$ cat src/rtl/fpmm_pkg.sv
package fpmm_pkg;
  typedef struct packed {
    logic is_nan;
    logic is_snan;
    logic is_zero;
  } opcls_t;

  typedef enum logic [1:0] {
    MODE_NUM   = 2'd0,
    MODE_NAN   = 2'd1,
    MODE_MAXN  = 2'd2,
    MODE_NAN_B = 2'd3
  } nan_mode_e;
endpackage

$ cat src/rtl/fpmm_classify.sv
module fpmm_classify
  import fpmm_pkg::*;
#(
  parameter int EXP_W = 8,
  parameter int MAN_W = 23,
  localparam int W = 1 + EXP_W + MAN_W
) (
  input  logic [W-1:0] value,
  output opcls_t       cls
);
  logic exp_ones, man_nz;

  always_comb begin
    exp_ones    = &value[W-2:MAN_W];
    man_nz      = |value[MAN_W-1:0];
    cls.is_nan  = exp_ones && man_nz;
    cls.is_snan = exp_ones && man_nz && !value[MAN_W-1];
    cls.is_zero = ~|value[W-2:0];
  end
endmodule

$ cat src/rtl/fpmm_order.sv
module fpmm_order #(
  parameter int EXP_W = 8,
  parameter int MAN_W = 23,
  localparam int W = 1 + EXP_W + MAN_W
) (
  input  logic [W-1:0] a,
  input  logic [W-1:0] b,
  input  logic         a_zero,
  input  logic         b_zero,
  input  logic         signed_zero,
  output logic         a_lt_b,
  output logic         b_lt_a
);
  logic mag_lt, mag_gt, both_zero;

  always_comb begin
    mag_lt    = a[W-2:0] < b[W-2:0];
    mag_gt    = a[W-2:0] > b[W-2:0];
    both_zero = a_zero && b_zero;
    a_lt_b    = 1'b0;
    b_lt_a    = 1'b0;
    if (both_zero) begin
      if (signed_zero) begin
        a_lt_b = a[W-1] && !b[W-1];
        b_lt_a = b[W-1] && !a[W-1];
      end
    end else if (a[W-1] != b[W-1]) begin
      a_lt_b = a[W-1];
      b_lt_a = b[W-1];
    end else if (!a[W-1]) begin
      a_lt_b = mag_lt;
      b_lt_a = mag_gt;
    end else begin
      a_lt_b = mag_gt;
      b_lt_a = mag_lt;
    end
  end
endmodule

$ cat src/rtl/fpmm_select.sv
module fpmm_select
  import fpmm_pkg::*;
#(
  parameter int EXP_W = 8,
  parameter int MAN_W = 23,
  localparam int W = 1 + EXP_W + MAN_W
) (
  input  logic [W-1:0] a,
  input  logic [W-1:0] b,
  input  opcls_t       a_cls,
  input  opcls_t       b_cls,
  input  logic         nan_prop,
  input  logic         pick_max,
  input  logic         a_lt_b,
  input  logic         b_lt_a,
  output logic [W-1:0] sel
);
  localparam logic [W-1:0] QBIT = W'(1) << (MAN_W - 1);
  logic [W-1:0] a_q, b_q;
  logic         take_a;

  always_comb begin
    a_q    = a | QBIT;
    b_q    = b | QBIT;
    take_a = pick_max ? !a_lt_b : !b_lt_a;
    if (nan_prop && a_cls.is_nan)      sel = a_q;
    else if (nan_prop && b_cls.is_nan) sel = b_q;
    else if (a_cls.is_nan && b_cls.is_nan) sel = a_q;
    else if (a_cls.is_nan)             sel = b;
    else if (b_cls.is_nan)             sel = a;
    else                               sel = take_a ? a : b;
  end
endmodule

$ cat src/rtl/fp_minmax_sel.sv
module fp_minmax_sel
  import fpmm_pkg::*;
#(
  parameter int EXP_W = 8,
  parameter int MAN_W = 23,
  localparam int W = 1 + EXP_W + MAN_W
) (
  input  logic         clk,
  input  logic         rst_n,
  input  logic         in_valid,
  input  logic [W-1:0] src1,
  input  logic [W-1:0] src2,
  input  logic         pick_max,
  input  logic [1:0]   nan_mode,
  output logic         res_valid,
  output logic [W-1:0] result,
  output logic         invalid
);
  localparam logic [W-1:0] CANON = {1'b0, {EXP_W{1'b1}}, 1'b1, {(MAN_W-1){1'b0}}};

  logic [W-1:0] opnd [2];
  opcls_t       cls  [2];
  logic         nan_prop, a_lt_b, b_lt_a;
  logic [W-1:0] sel_d, res_q;
  logic         vld_d, vld_q, inv_d, inv_q;

  assign opnd[0] = src1;
  assign opnd[1] = src2;

  for (genvar i = 0; i < 2; i++) begin : g_cls
    fpmm_classify #(.EXP_W(EXP_W), .MAN_W(MAN_W)) u_cls (
      .value(opnd[i]),
      .cls  (cls[i])
    );
  end

  assign nan_prop = (nan_mode == MODE_NAN) || (nan_mode == MODE_NAN_B);

  fpmm_order #(.EXP_W(EXP_W), .MAN_W(MAN_W)) u_ord (
    .a          (src1),
    .b          (src2),
    .a_zero     (cls[0].is_zero),
    .b_zero     (cls[1].is_zero),
    .signed_zero(nan_prop),
    .a_lt_b     (a_lt_b),
    .b_lt_a     (b_lt_a)
  );

  fpmm_select #(.EXP_W(EXP_W), .MAN_W(MAN_W)) u_sel (
    .a       (src1),
    .b       (src2),
    .a_cls   (cls[0]),
    .b_cls   (cls[1]),
    .nan_prop(nan_prop),
    .pick_max(pick_max),
    .a_lt_b  (a_lt_b),
    .b_lt_a  (b_lt_a),
    .sel     (sel_d)
  );

  always_comb begin
    vld_d = in_valid;
    inv_d = in_valid ? (cls[0].is_snan || cls[1].is_snan) : inv_q;
  end

  always_ff @(posedge clk or negedge rst_n) begin
    if (!rst_n) begin
      vld_q <= 1'b0;
      inv_q <= 1'b0;
      res_q <= '0;
    end else begin
      vld_q <= vld_d;
      inv_q <= inv_d;
      if (in_valid) res_q <= sel_d;
    end
  end

  assign res_valid = vld_q;
  assign result    = res_q;
  assign invalid   = inv_q;

  assert_valid_lat_R11: assert property (@(posedge clk) disable iff (!rst_n)
    res_valid == $past(in_valid));
  assert_hold_R11: assert property (@(posedge clk) disable iff (!rst_n)
    !in_valid |=> $stable(result));
  assert_snan_flag_R10: assert property (@(posedge clk) disable iff (!rst_n)
    in_valid |=> invalid == ($past(cls[0].is_snan) || $past(cls[1].is_snan)));
  assert_canon_R9: assert property (@(posedge clk) disable iff (!rst_n)
    in_valid && (cls[0].is_nan || cls[1].is_nan)
      && (!cls[0].is_nan || src1 == CANON) && (!cls[1].is_nan || src2 == CANON)
      |=> (&result[W-2:MAN_W] && |result[MAN_W-1:0]) -> result == CANON);
  assert_quiet_out_R6: assert property (@(posedge clk) disable iff (!rst_n)
    in_valid && cls[0].is_nan && cls[1].is_nan |=> result[MAN_W-1]);
  assert_num_pref_R5: assert property (@(posedge clk) disable iff (!rst_n)
    in_valid && !nan_prop && cls[0].is_nan && !cls[1].is_nan |=> result == $past(src2));
endmodule

$ cat config.mk
export PLATFORM = sky130hd
export DESIGN_NAME = fp_minmax_sel
export DESIGN_NICKNAME = d
export VERILOG_FILES = /design/src/rtl/fpmm_pkg.sv /design/src/rtl/fpmm_classify.sv /design/src/rtl/fpmm_order.sv /design/src/rtl/fpmm_select.sv /design/src/rtl/fp_minmax_sel.sv
export SDC_FILE = /design/constraint.sdc
export NUM_CORES = 1
export LEC_CHECK = 0
export BUFFER_PORTS_ARGS = -buffer_cell sky130_fd_sc_hd__buf_2
export CAP_MARGIN = 20
export CORE_ASPECT_RATIO = 1.75
export CORE_MARGIN = 2
export CORE_UTILIZATION = 50
export DETAILED_ROUTE_END_ITERATION = 6
export GPL_TIMING_DRIVEN = 0
export PLACE_DENSITY = 0.81
export SKIP_LAST_GASP = 1
export SYNTH_ARGS = -nofsm -noshare
export SYNTH_HDL_FRONTEND = slang
export SYNTH_SLANG_ARGS = --single-unit
$ cat constraint.sdc
create_clock -name clk -period 1.1 [get_ports clk]
set_clock_uncertainty 0.05 [all_clocks]
set_input_delay 0.11 -clock clk [delete_from_list [all_inputs] [get_ports clk]]
set_output_delay 0.11 -clock clk [all_outputs]
set_load 0.1 [all_outputs]
**Word-level counts from Yosys, hierarchy flattened**

Index checks and enable logic that the tools add are counted.

- Bits in registers: 34
- Bits in latches: 0
- Memory bits (writable): 0
- Memory bits (read-only): 0
- Input port bits: 70
- Output and inout bits: 34
- Logic and storage cells: 49
- Memories: 0

- Add/subtract/negate cells: 0
- Multiply operators: 0
- Div/mod/pow operators: 0
- Order comparisons: 2
- Eq/ne operators: 3
- Shift operators: 0
- Mux-type cells: 15
- Bitwise gates (word level): 0
- Reduce and logical (&&, ||, !) cells: 26

Operator list:

| cell | number |
|---|---|
| $mux 32 | 6 |
| $reduce_or 31->1 | 2 |
| $reduce_or 23->1 | 2 |
| $gt 31x31->1 | 1 |
| $lt 31x31->1 | 1 |
| $reduce_and 8->1 | 2 |
| $logic_and 1x1->1 | 10 |
| $mux 1 | 9 |
| $logic_not 1->1 | 8 |
| $eq 2x1->1 const B | 1 |
| $eq 2x2->1 const B | 1 |
| $logic_or 1x1->1 | 2 |
| $ne 1x1->1 | 1 |

**Logic depth before layout (Yosys ltp)**

Gate-level depths: netlist (run 1).

- Word-level depth: 12
- Mapped depth: 11
- Gate-level depth less buffers: 10

**Hierarchy**

From an unflattened synthesis (run 1), not the netlist that was laid out.

- Cell total of the unflattened synthesis: 278
- Area total of the unflattened synthesis: 3099.2 um2

Modules (own cells, without submodules):

| module | instances | cells each | area an instance (um2) | seq. area each (um2) |
|---|---|---|---|---|
| fp_minmax_sel | 1 | 74 | 1403.8 | 850.8 |
| fpmm_order | 1 | 131 | 902.1 | 0.0 |
| fpmm_select | 1 | 43 | 578.1 | 0.0 |
| fpmm_classify | 2 | 15 | 107.6 | 0.0 |

**Least setup slack after synthesis (run 1)**

Ideal clock, no wire load.

- Path type: input port to flip-flop
- From: input src2[30]
- To: register res_q[0] (netlist: result[0])
- Library setup time: 0.126 ns
- Data arrival time: 2.570 ns
- Required time: 0.924 ns
- Setup slack: -1.646 ns
- Stages on the path: 11
- Path buffers: 1
- Path through: inv_1 ha_1 nand4_1 nor4_1 inv_1 or3_1 mux2_2 a211oi_1 a211oi_4 buf_6 a221o_1

- Longest elaborated chain between the ends: 12
- Elaborated cells on any way between the ends: 24
- Those cells by class: order compare (2); mux (13); reduce/logical (9)

Ends and longest elaborated chain:

| what | RTL line | source |
|---|---|---|
| start, declared | fp_minmax_sel.sv:12 | `input logic [W-1:0] src2,` |
| $gt 31x31->1, or another cell as far along | fpmm_order.sv:18 | `mag_gt = a[W-2:0] > b[W-2:0];` |
| $mux 1 / $logic_not 1->1 (equally long branches) | fpmm_order.sv:30, fpmm_classify.sv:18 |  |
| $mux 1 / $logic_and 1x1->1 (equally long branches) | fpmm_order.sv:27, fpmm_order.sv:19 |  |
| $mux 1 | fpmm_order.sv:22 | `if (both_zero) begin` |
| $logic_not 1->1 | fpmm_select.sv:25 | `take_a = pick_max ? !a_lt_b : !b_lt_a;` |
| $mux 1 | fpmm_select.sv:25 |  |
| $mux 32 | fpmm_select.sv:31 | `else sel = take_a ? a : b;` |
| $mux 32 | fpmm_select.sv:30 | `else if (b_cls.is_nan) sel = a;` |
| $mux 32 | fpmm_select.sv:29 | `else if (a_cls.is_nan) sel = b;` |
| $mux 32 | fpmm_select.sv:28 | `else if (a_cls.is_nan && b_cls.is_nan) sel = a_q;` |
| $mux 32 (*) | fpmm_select.sv:27 | `else if (nan_prop && b_cls.is_nan) sel = b_q;` |
| $mux 32 (*) | fpmm_select.sv:26 | `if (nan_prop && a_cls.is_nan) sel = a_q;` |
| end signal, assigned | fp_minmax_sel.sv:74 | `if (in_valid) res_q <= sel_d;` |
| end, declared | fp_minmax_sel.sv:24 | `logic [W-1:0] sel_d, res_q;` |

Every way passes the cells marked *; elsewhere a longest branch is shown, timed or not.
A chain may end at the register's enable or synchronous reset.

**Worst setup path after layout (run 1)**

- From: input src2[22]
- To: register res_q[17] (netlist: result[17])

Same word-level chain as after synthesis.

==> metrics list, run 1 <==
- Cells along the critical path: buf_8 > inv_4 > ha_4 > nand4_1 > nor4_2 > inv_1 > or3_1 > mux2_4 > a211oi_4 > a211oi_4 > buf_6 > buf_6 > a221o_1
- Biggest area consumer among synthesized cells: dfrtp_1
- Input/output buffers: 101
- Count of different cell masters after synthesis: 48
- Power per cell area: 1440 mW/mm²
* Depth of the CTS H-tree: 2
* Final-report hold violation count: 0
- Cell at the root of the clock tree: clkbuf_8
- The number of antenna violations at the first check in global routing was 0.
- Of the cells placed in the final design, the portion with a size suffix greater than 1 is 43.9%.
- For this run, global-route usage on met3 was measured as 7.74%.
- Averaged over all synthesized cells, the footprint is 8.94 µm².
* Overall global routing resource usage: 33.1%
- Share of total power consumed by net switching: 48.6%
* Crit-path slowest cell: or3_1
- The first detailed-routing pass ran for 7 iterations.
* Main synth FF type: dfrtp_1
- The critical path is of the primary input to flop type.
* Portion of total power attributed to the clock network: 19.1%
- Syn. warnings: 0
- Routed Antenna Nets: 0
- Cell internal power was estimated by the tool at 3.37 mW.
- STA puts the critical path data required time at 1.23 ns.
- FF+latch count, synth: 34
- Switching power: 3.19 mW
- Netlist Area Pre-Place: 0.00283 mm²
- Global routing finished with a remaining overflow of 0.
- Largest net degree at the start of global routing: 35
* Seq/Total Area, Yosys: 30.0%
- Routed vias: 3563
* Count of clock tree sinks: 34
- Kind of path behind the tightest hold check: primary input to flop
- Leading cell types by total area after synthesis: dfrtp_1 (30%), ha_1 (15%), a221o_1 (8.1%), inv_1 (5.8%), nor2b_1 (5.1%)
- GR Util met1: 32.0%
- Die Span X: 60.9 µm
- Effective utilization at floorplan: 51.1%
* Part of the total power dissipated in sequential elements: 25.0%
- The finished cells cover 0.00455 mm².
- Subtracting the final worst setup slack from the clock period gives 2.95 ns.
* Net count, final: 554
* Cell leakage power: 2.07 nW
* I/O pin cnt: 104
- Number of buffers on the longest clock path: 2
* Gpl congestion: 0.902
* Worst slew margin relative to its limit: 57.2%
* Syn nets: 420
- Core Area: 0.00554 mm²
- For met2 alone, demand over resource in global routing was 57.1%.
- Max-cap violations: 0
* Final standard cell count with taps included and fillers excluded: 527
* Worst Path Arrival: 3.08 ns
- After global routing, the most crowded layer is met2.
- DR WL/cell: 22.9 µm
- The worst setup path is launched from a primary input.
- STA classifies the critical path endpoint as a flop.
- DRC marker count from the first detailed-route iteration: 420
- Clock-pin slew was measured on the worst setup and hold paths at 0.09 ns.
- Number of setup violations in the final report: 33
- Counting every instance in the synthesized netlist gives 317.
- The largest single stage delay on the critical path is 0.43 ns.
- On the final layout, the worst hold slack is 0.00224 ns.
- In the routed layout, each cell is associated on average with a via count of 6.76.
- Violations in the final reports: setup timing
- The via count of the first global-routing pass was 3432.
- Summed over its instances, the top area cell type makes up 30.0% of the synthesized netlist area.
- Maximum ir drop on the vdd rail: 1020 µV
- For the pin with the worst max-slew slack, the measured transition is 0.636 ns.
* Placed cell count: 494
* Placement row count: 36
* Maximum frequency from static timing analysis: 339 MHz
- Setup repair after global routing could not meet its margin everywhere.
* Number of CTS-inserted buffers: 5
- Die span in y: 104 µm
* Number of inserted diodes: 0
- The flow ran to the end, but the final reports show violations.
- In this run the cell area measured after placement is 0.00345 mm².
- The number of max-slew violations in the final report was 0.
- P&R area growth vs syn: 60.6%
- Leading cell types by count after synthesis: inv_1 (44), dfrtp_1 (34), ha_1 (33), a221o_1 (23), nor2b_1 (23)
* Peak fanout along the critical path: 5
- Wire length of the first global-routing pass: 15.8 mm
- TritonCTS clock tree: yes
- Number of flops mapped to enable cells by yosys: 0
- # DRC: 0
- Library cell with the highest instance count after synthesis: inv_1
* Overall die area: 0.00631 mm²
* Post-route clock period utilization: 268%
- Of all flip-flops after synthesis, the portion carrying an async set or reset was 100%.
* Logic pwr share: 55.9%
- After layout, the worst setup slack is -1.85 ns.
* Clock insertion delay at the later pin of the skew report: 0.30 ns
- HPWL after detailed placement: 7.06 mm
- Post-detailed-routing wire length: 12.1 mm
## critical path: cells and delay by family
family / cells / cell delay [ns]
buffers and inverters: 5 / 0.53
AO/OA/AOI/OAI: 3 / 0.83
AND/OR/NAND/NOR: 3 / 1.00
adder cells (fa/ha/maj): 1 / 0.27
multiplexers: 1 / 0.32
## metrics by stage
stage / utilization, % / total power, mW / setup TNS, ns / setup WS [ns]
6_report: 82.1 / 6.55 / -55.85 / -1.85
5_1_grt: 82.1 / 6.76 / -61.41 / -1.98
4_1_cts: 73.0 / 6.17 / -49.53 / -1.59
3_5_place_dp: 62.4 / 4.51 / -66.60 / -2.24
3_3_place_gp: 62.4 / 4.46 / -63.90 / -2.14
2_1_floorplan: - / 3.85 / -47.39 / -1.54
## flip-flops by register name, indices dropped and copies added, names as in the netlist
signal,count
result,32
invalid,1
res_valid,1
## placed cells by master (no fill, tap or decap), drive strengths merged, types with 3 or more instances in the layout
master / count
or4: 3
o22ai: 16
a31o: 3
dlygate4sd3: 4
nand4: 13
buf: 123
dfrtp: 34
nand2: 14
nor3: 7
nand3: 7
nor2b: 23
ha: 33
nor2: 5
clkbuf: 15
a211oi: 3
nor4: 18
a21oi: 19
o21ai: 9
inv: 44
a221o: 23
o21a: 5
## per-layer routing
layer	part of all wire [%]	vias to the layer above	routed length, µm
li1	-	1489	-
met1	32	1712	3900
met5	0	-	0
met4	8.3	0	998
met2	51	262	6190
met3	8.3	100	1000
## cell families after synthesis
kind of cell	Yosys count	share of synthesized area, %
AO/OA/AOI/OAI	93	24.7
adder cells (fa/ha/maj)	34	14.9
buffers and inverters	53	7.55
flip-flops	34	30.0
multiplexers	1	0.397
AND/OR/NAND/NOR	102	22.4
## final cells by class
type / count / area (µm²)
buffer: 9 / 57.6
clock buffer: 6 / 82.6
clock inverter: 1 / 30.0
fill: 313 / 991
inverter: 44 / 173
multi-input combinational: 230 / 2150
sequential: 34 / 851
tap: 76 / 95.1
timing repair buffer: 127 / 1110
## path summary, 6_finish.rpt
path | start | endpoint | slack (ns) | cells after the start
max | src2[22] | result[17]$_DFFE_PN0P_ | -1.85 | 13
max reg2reg | result[19]$_DFFE_PN0P_ | result[19]$_DFFE_PN0P_ | 0.07 | 2
min reg2reg | invalid$_DFFE_PN0P_ | invalid$_DFFE_PN0P_ | 0.47 | 1
min in group asynchronous | rst_n | result[31]$_DFFE_PN0P_ | 0.26 | 2
min | src2[7] | result[7]$_DFFE_PN0P_ | 0.002 | 2
max in group asynchronous | rst_n | result[26]$_DFFE_PN0P_ | 0.35 | 2
## power groups by stage
stage	combinational (mW)	sequential, mW	clock (mW)
2_1_floorplan	0.715	3.13	0
6_report	3.67	1.64	1.25
3_5_place_dp	2.93	1.58	0
4_1_cts	3.32	1.60	1.25
5_1_grt	3.80	1.65	1.31
3_3_place_gp	2.89	1.57	0
## what timing repair did
item	CTS	global route
gates resized for setup	91	102
buffers inserted	12	8
endpoints found under the setup margin	67	81
cloned	2	0
hold endpoints to repair	36	1
pin swaps	21	31
hold buffers	3	1
Note: power is estimated with default switching activity, not from simulation.
==> run 2: changes to the inputs <==
--- a/config.mk
+++ b/config.mk
@@ -5,11 +5,12 @@
 export SDC_FILE = /design/constraint.sdc
 export NUM_CORES = 1
 export LEC_CHECK = 0
+export ABC_AREA = 1
 export BUFFER_PORTS_ARGS = -buffer_cell sky130_fd_sc_hd__buf_2
 export CAP_MARGIN = 20
 export CORE_ASPECT_RATIO = 1.75
 export CORE_MARGIN = 2
-export CORE_UTILIZATION = 50
+export CORE_UTILIZATION = 51
 export DETAILED_ROUTE_END_ITERATION = 6
 export GPL_TIMING_DRIVEN = 0
 export PLACE_DENSITY = 0.81
==> metrics list, run 2 <==
* Outcome: finished with violations (unchanged)
- Violations in the final reports: hold timing, setup timing (was setup timing).
- Post-synthesis instance total: 480 (was 317)
* Number of CTS-inserted buffers: 5 (unchanged)
- Fraction of post-synthesis cell area in the top cell type by area: 27.7% (was 30.0%)
- Leading cell types by count after synthesis: nand2_1 (161), inv_1 (86), nand3_1 (77), dfrtp_1 (34), ha_1 (33) (was inv_1 (44), dfrtp_1 (34), ha_1 (33), a221o_1 (23), nor2b_1 (23)).
- Fraction of layout cells with a size suffix above 1: 48.6% (was 43.9%)
- Net count, final: 723 (was 554)
- The worst-margin pin slew was 0.840 ns (was 0.636 ns).
- Cts hold-fix bufs: 1 (was 3)
* Critical Path Sink Type: flop (unchanged)
- The total power was 6.60 mW (was 6.55 mW).
* Number of flops mapped to enable cells by yosys: 0 (unchanged)
- Placed cell count: 660 (was 494)
- The number of inserted filler cells in the final layout was 259 (was 313).
- Input/output buffers: 102 (was 101)
* Worst setup timing slack at the placement stage: -1.30 ns (was -2.24 ns)
- The final hold violation count is 34 (was 0).
- The most common cell after layout, fill and taps aside is nand2_1 (was buf_6).
* Worst slew margin relative to its limit: 44.0% (was 57.2%)
- P&R area growth vs syn: 71.0% (was 60.6%)
* Maximum ir drop on the vdd rail: 1210 µV (was 1020 µV)
- The post-synthesis instance area is 0.00307 mm² (was 0.00283 mm²).
- The global routing usage summed across all routing layers is 35.1% (was 33.1%).
- The largest fanout on the critical path came to 7 (was 5).
- The fraction of the cycle the final worst path needs came to 232% (was 268%).
- Kind of path behind the tightest hold check: primary input to asynchronous set/reset pin (was primary input to flop)
- Count of clock tree sinks: 34 (unchanged)
- The maximum achievable frequency came to 391 MHz (was 339 MHz).
- Biggest area consumer among synthesized cells: dfrtp_1 (unchanged)
- Routed Antenna Nets: 0 (unchanged)
* Core Area: 0.00583 mm² (was 0.00554 mm²)
- The number of max-capacitance violations reported was 0 (unchanged).
* Number of buffers on the longest clock path: 2 (unchanged)
* Worst endpoint required time: 1.30 ns (was 1.23 ns)
- Clock transition at the registers of the reported paths: 0.08 ns (was 0.09 ns)
- The average cell area after synthesis came to 6.39 µm² (was 8.94 µm²).
- TritonCTS clock tree: yes (unchanged)
- The shortest clock period the worst path allows after layout was 2.56 ns (was 2.95 ns).
* Final max-slew violation count: 0 (unchanged)
- The worst hold slack after final layout came to -0.149 ns (was 0.00224 ns).
- The net count after synthesis was 583 (was 420).
* Syn. warnings: 0 (unchanged)
- The final global-route overflow total is 0 (unchanged).
- The critical path class is primary input to flop (unchanged).
- The count of unique library cells instantiated by Yosys is 25 (was 48).
- Leading cell types by total area after synthesis: dfrtp_1 (28%), nand2_1 (20%), ha_1 (13%), nand3_1 (13%), inv_1 (11%) (was dfrtp_1 (30%), ha_1 (15%), a221o_1 (8.1%), inv_1 (5.8%), nor2b_1 (5.1%))
* Clock insertion delay at the later pin of the skew report: 0.31 ns (was 0.30 ns)
* Largest net degree at the start of global routing: 35 (unchanged)
- The post-route worst setup slack came to -1.46 ns (was -1.85 ns).
* Wire length of the first global-routing pass: 18.4 mm (was 15.8 mm)
- Overall die area: 0.00668 mm² (was 0.00631 mm²)
* Die Span X: 62.6 µm (was 60.9 µm)
* Worst Path Arrival: 2.76 ns (was 3.08 ns)
* Effective utilization at floorplan: 52.6% (was 51.1%)
* Cell at the root of the clock tree: clkbuf_8 (unchanged)
- Main synth FF type: dfrtp_1 (unchanged)
- The overall die height came to 107 µm (was 104 µm).
- Routed vias: 4342 (was 3563)
* Antenna violations before repair: 0 (unchanged)
- DR WL/cell: 21.2 µm (was 22.9 µm)
* Drt via density: 6.21 (was 6.76)
* Number of flip-flops under the largest register name: 32 (unchanged)
- The cell with the most instances after synthesis is nand2_1 (was inv_1).
- Share of flip-flops with an asynchronous set or reset after synthesis: 100% (unchanged)
- The number of endpoints failing setup at the final stage is 39 (was 33).
* HPWL after detailed placement: 7.35 mm (was 7.06 mm)
- Power per cell area: 1260 mW/mm² (was 1440 mW/mm²)
- I/O pin cnt: 104 (unchanged)
- Cell leakage power: 2.78 nW (was 2.07 nW)
- Gpl congestion: 0.905 (was 0.902)
- Unrepaired setup endpoints after global routing: true (unchanged).
- Via count of the first global-routing pass: 4106 (was 3432)
* Commonest cells after routing, fill and taps aside: nand2_1 (115), inv_1 (56), buf_2 (50) (was buf_6 (48), buf_2 (47), dfrtp_1 (34))
- Post-detailed-routing wire length: 14.8 mm (was 12.1 mm)
- The sequential area share after synthesis was 27.7% (was 30.0%).
* Placement row count: 37 (was 36)
- First-pass iteration count of the detailed router: 5 (was 7)
- # DRC: 0 (unchanged)
- The starting DRC count in detailed routing came to 487 (was 420).
- The count of placed standard cells in the final layout, fillers left out was 699 (was 527).
- The depth of the CTS H-tree was 2 (unchanged).
- The startpoint type of the worst setup path is a primary input (unchanged).
- Number of inserted diodes: 0 (unchanged)
- The number of register bits inferred by synthesis is 34 (unchanged).
## run 2: final timing paths
kind / from / endpoint / slack, ns / cells after the start
worst max-delay path: src2[4] / result[4]$_DFFE_PN0P_ / -1.46 / 20
worst min-delay path: rst_n / result[4]$_DFFE_PN0P_ / -0.15 / 1
worst max register to register: result[22]$_DFFE_PN0P_ / result[22]$_DFFE_PN0P_ / 0.32 / 2
worst min register to register: result[24]$_DFFE_PN0P_ / result[24]$_DFFE_PN0P_ / 0.45 / 2
max in group asynchronous: rst_n / invalid$_DFFE_PN0P_ / 0.57 / 1
min in group clk: src2[22] / result[22]$_DFFE_PN0P_ / 0.01 / 3
## run 2: stage by stage
stage / utilization (%) / TNS, ns / instance area (µm²)
finish: 90.0 / -45.24 / 5250
global route: 90.0 / -44.35 / 5250
CTS: 82.9 / -27.09 / 4840
detailed placement: 66.9 / -40.66 / 3900
global placement: 66.9 / -39.28 / 3900
floorplan: - / -26.09 / 3290
## run 2: cells by family (layout without fill, tap and decap cells)
logic type                 count (synthesis)  after routing  share of synthesized area [%]
and+or+nand+nor                          290            290                           41.3
AOI/OAI and AO/OA                         18             18                           3.42
buffers and inverters                    105            246                           14.1
DFF                                       34             34                           27.7
adders and majority gates                 33             33                           13.5
## run 2: area by class of cell
class / instances / area [µm²] / share of cell area, %
timing repair buffer: 133 / 1160 / 22.1
buffer: 16 / 124 / 2.36
sequential: 34 / 852 / 16.2
clock buffer: 7 / 86.3 / 1.64
tap: 78 / 97.6 / 1.86
multi-input combinational: 341 / 2540 / 48.4
inverter: 89 / 387 / 7.37
clock inverter: 1 / 5.00 / 0.0954
## run 2: per-layer routing
metal | share of wire, % | vias up | GRT usage [%] | wire length, µm
li1 | - | 1799 | - | -
met1 | 33 | 2031 | 32.7 | 4830
met2 | 51 | 387 | 65.8 | 7590
met3 | 8.0 | 125 | 8.29 | 1180
met4 | 8.3 | 0 | 24.6 | 1230
met5 | 0 | - | 0 | 0
## run 2: worst max-delay path, stage by stage
cell and delay [ns]:
buf_2 0.11, inv_4 0.06, buf_4 0.11, nand4_1 0.10
nor2_1 0.35, nand2_1 0.13, nor2_1 0.20, nand2_1 0.15
o21ai_0 0.29, inv_1 0.10, nand2_2 0.07, nand3_2 0.10
nand2_2 0.11, nand2_4 0.07, nand2_8 0.13, nand2_8 0.11
buf_8 0.19, nand2_2 0.06, nand3_1 0.09, nand2_1 0.09
## run 2: power by group
| group | leakage, nW | total [mW] | switching, mW | internal [mW] |
|---|---|---|---|---|
| sequential | 0.406 | 1.60 | 0.171 | 1.43 |
| combinational | 2.32 | 3.96 | 2.67 | 1.28 |
| clock | 0.0482 | 1.03 | 0.528 | 0.506 |
## run 2: timing repair
action	CTS	global route
cloned	4	1
endpoints found under the hold margin	35	34
gates resized for setup	167	95
pin swaps	45	44
buffers inserted	21	4
setup endpoints to repair	67	47
==> run 3: changes to the inputs <==
--- a/config.mk
+++ b/config.mk
@@ -13,7 +13,7 @@
 export CORE_UTILIZATION = 51
 export DETAILED_ROUTE_END_ITERATION = 6
 export GPL_TIMING_DRIVEN = 0
-export PLACE_DENSITY = 0.81
+export PLACE_DENSITY_LB_ADDON = 0.08
 export SKIP_LAST_GASP = 1
 export SYNTH_ARGS = -nofsm -noshare
 export SYNTH_HDL_FRONTEND = slang
==> metrics list, run 3 (synthesized netlist as in run 2, its figures left out) <==
* Placed cell count: 660 (unchanged)
* Drt via density: 5.95 (was 6.21)
* Peak fanout along the critical path: 7 (unchanged)
* Input/output buffers: 102 (unchanged)
* Max-cap violations: 0 (unchanged)
- The most common cell after layout, fill and taps aside is nand2_1 (unchanged).
* Routed Antenna Nets: 0 (unchanged)
* Cell at the root of the clock tree: clkbuf_8 (unchanged)
- Post-layout power: 7.07 mW (was 6.60 mW)
- The initial standard-cell utilization of the core is 52.6% (unchanged).
- Overall global routing resource usage: 34.5% (was 35.1%)
- Die span in y: 107 µm (unchanged)
- Clock transition at the registers of the reported paths: 0.09 ns (was 0.08 ns)
* Startpoint kind of the worst setup timing path: primary input (unchanged)
- Commonest cells after routing, fill and taps aside: nand2_1 (116), nand3_1 (56), inv_1 (55) (was nand2_1 (115), inv_1 (56), buf_2 (50))
- First-pass iteration count of the detailed router: 7 (was 5)
* Final standard cell count with taps included and fillers excluded: 702 (was 699)
* Overall die area: 0.00668 mm² (unchanged)
* First element of the critical path: src1[25] (was src2[4])
- The depth of the CTS H-tree is 2 (unchanged).
- Post-detailed-routing wire length: 13.9 mm (was 14.8 mm)
- Power per cell area: 1310 mW/mm² (was 1260 mW/mm²)
- The shortest clock period the worst path allows after layout came to 2.29 ns (was 2.56 ns).
- Final max-slew violation count: 0 (unchanged)
- The number of standard-cell rows in the floorplan came to 37 (unchanged).
* Leftover overflow at the end of global routing: 0 (unchanged)
- Worst setup timing slack at the placement stage: -1.34 ns (was -1.30 ns)
- Outcome: finished with violations (unchanged)
- The data required time at the worst endpoint is 1.25 ns (was 1.30 ns).
- Cell leakage power: 2.78 nW (about the same)
- Kind of path behind the tightest hold check: primary input to flop (was primary input to asynchronous set/reset pin)
- The total core area is 0.00583 mm² (unchanged).
* Number of CTS-inserted buffers: 5 (unchanged)
- Worst Path Arrival: 2.44 ns (was 2.76 ns)
* Violations in the final reports: DRC, setup timing (was hold timing, setup timing)
- DRC marker count from the first detailed-route iteration: 444 (was 487)
* Number of buffers on the longest clock path: 2 (unchanged)
- The reg-to-reg critical path endpoint is result[19]$_DFFE_PN0P_ (was result[22]$_DFFE_PN0P_).
* Maximum frequency from static timing analysis: 436 MHz (was 391 MHz)
- The fraction of the cycle the final worst path needs was 208% (was 232%).
* Length in cells of the worst reg-to-reg path: 2 (unchanged)
* Antenna violations before repair: 0 (unchanged)
- Routed vias: 4175 (was 4342)
* Critical Path Sink Type: flop (unchanged)
- Unrepaired setup endpoints after global routing: true (unchanged).
- Number of flip-flops under the largest register name: 32 (unchanged)
* P&R area growth vs syn: 75.7% (was 71.0%)
* Post-route setup slack: -1.19 ns (was -1.46 ns)
- Worst hold margin: 0.00690 ns (was -0.149 ns)
* TritonCTS clock tree: yes (unchanged)
- I/O pin cnt: 104 (unchanged)
- The global-route wire length before repair came to 18.1 mm (was 18.4 mm).
- The relative max-transition margin was 60.9% (was 44.0%).
- The insertion delay of the later-clocked pin in the worst-skew pair is 0.32 ns (was 0.31 ns).
* # DRC: 5 (was 0)
- The placed wire-length estimate after detailed placement came to 7.33 mm (was 7.35 mm).
* Final-report hold violation count: 0 (was 34)
* Largest net degree at the start of global routing: 35 (unchanged)
- Number of setup violations in the final report: 38 (was 39)
* Fraction of layout cells with a size suffix above 1: 48.7% (was 48.6%)
- The final net count was 726 (was 723).
- The via count of the first global-routing pass was 3902 (was 4106).
- Crit path capture: result[1]$_DFFE_PN0P_ (was result[4]$_DFFE_PN0P_)
- The antenna diode count came to 0 (unchanged).
- The launch point of the worst reg-to-reg path was result[19]$_DFFE_PN0P_ (was result[22]$_DFFE_PN0P_).
* DR WL/cell: 19.8 µm (was 21.2 µm)
- The reg2reg setup slack is 0.34 ns (was 0.32 ns).
- Count of clock tree sinks: 34 (unchanged)
- The final weighted congestion of routability-driven global placement was 0.893 (was 0.905).
- The worst-margin pin slew was 0.586 ns (was 0.840 ns).
* Critical path type: primary input to flop (unchanged)
- The die width came to 62.6 µm (unchanged).
- Maximum ir drop on the vdd rail: 1340 µV (was 1210 µV)
[run 3: changes by cell type in the layout (fill, tap and decap cells not counted), moves of 5 or more]
| cell | change |
|---|---|
| nand2_4 | -7 |
| buf_2 | -7 |
| nand3_1 | +7 |
| nand3_2 | -10 |
| inv_4 | +5 |
| nand2_2 | +6 |
[run 3: cell type report]
cell class | instances | area [µm²]
plain buffers | 16 | 113
clock inverters | 3 | 68.8
well taps | 78 | 97.6
flip-flops and latches | 34 | 853
fillers | 226 | 439
repair buffers | 136 | 1270
multi-input cells | 341 | 2520
inverters | 89 | 399
clock buffers | 5 | 68.8
[run 3: how the worst min path moves through the flow]
stage | start | end | cells past startpoint
floorplan | rst_n | invalid$_DFFE_PN0P_ | 0
global placement | in_valid | res_valid$_DFF_PN0_ | 1
detailed placement | in_valid | res_valid$_DFF_PN0_ | 1
CTS | src2[22] | result[22]$_DFFE_PN0P_ | 3
global route | src2[22] | result[22]$_DFFE_PN0P_ | 3
finish | src2[22] | result[22]$_DFFE_PN0P_ | 3
[run 3: critical path: stages]
cell,delay [ns]
buf_2,0.14
ha_4,0.27
nand2_2,0.04
inv_2,0.10
nand3_4,0.10
buf_4,0.15
nor2_1,0.11
nand3_1,0.16
nand2_2,0.12
nand2_1,0.06
nand3_1,0.06
nand2_1,0.06
nand3_2,0.09
nand2_2,0.08
nand2_4,0.09
nand2_8,0.09
nand2_8,0.15
buf_6,0.15
nand2_1,0.09
nand3_1,0.13
nand2_1,0.07
[run 3: routing by layer]
layer | up-vias | track usage (%) | part of all wire (%)
met4 | 0 | 21.1 | 7.6
li1 | 1804 | - | -
met2 | 300 | 63.7 | 53
met3 | 106 | 6.40 | 7.6
met5 | - | 0 | 0
met1 | 1965 | 35.3 | 31
[run 3: stage by stage]
stage	utilization [%]	TNS, ns	instance area [µm²]
after floorplan	-	-26.09	3290
after global placement	66.9	-41.19	3900
after detailed placement	66.9	-41.98	3900
after CTS	82.6	-27.19	4820
after global routing	92.5	-41.30	5390
final	92.5	-33.93	5390
[run 3: what timing repair did]
| item | in CTS | in global routing |
|---|---|---|
| setup endpoints to repair | 67 | 83 |
| hold buffers | 2 | 0 |
| pin swaps | 45 | 71 |
| cloned | 4 | 1 |
| endpoints found under the hold margin | 35 | 0 |
| setup buffers | 16 | 11 |
| resized for setup | 163 | 124 |
[run 3: where the power goes]
part / leakage [nW] / switching (mW) / internal (mW)
Clock: 0.0683 / 0.574 / 0.909
Sequential: 0.405 / 0.173 / 1.43
Combinational: 2.30 / 2.64 / 1.35
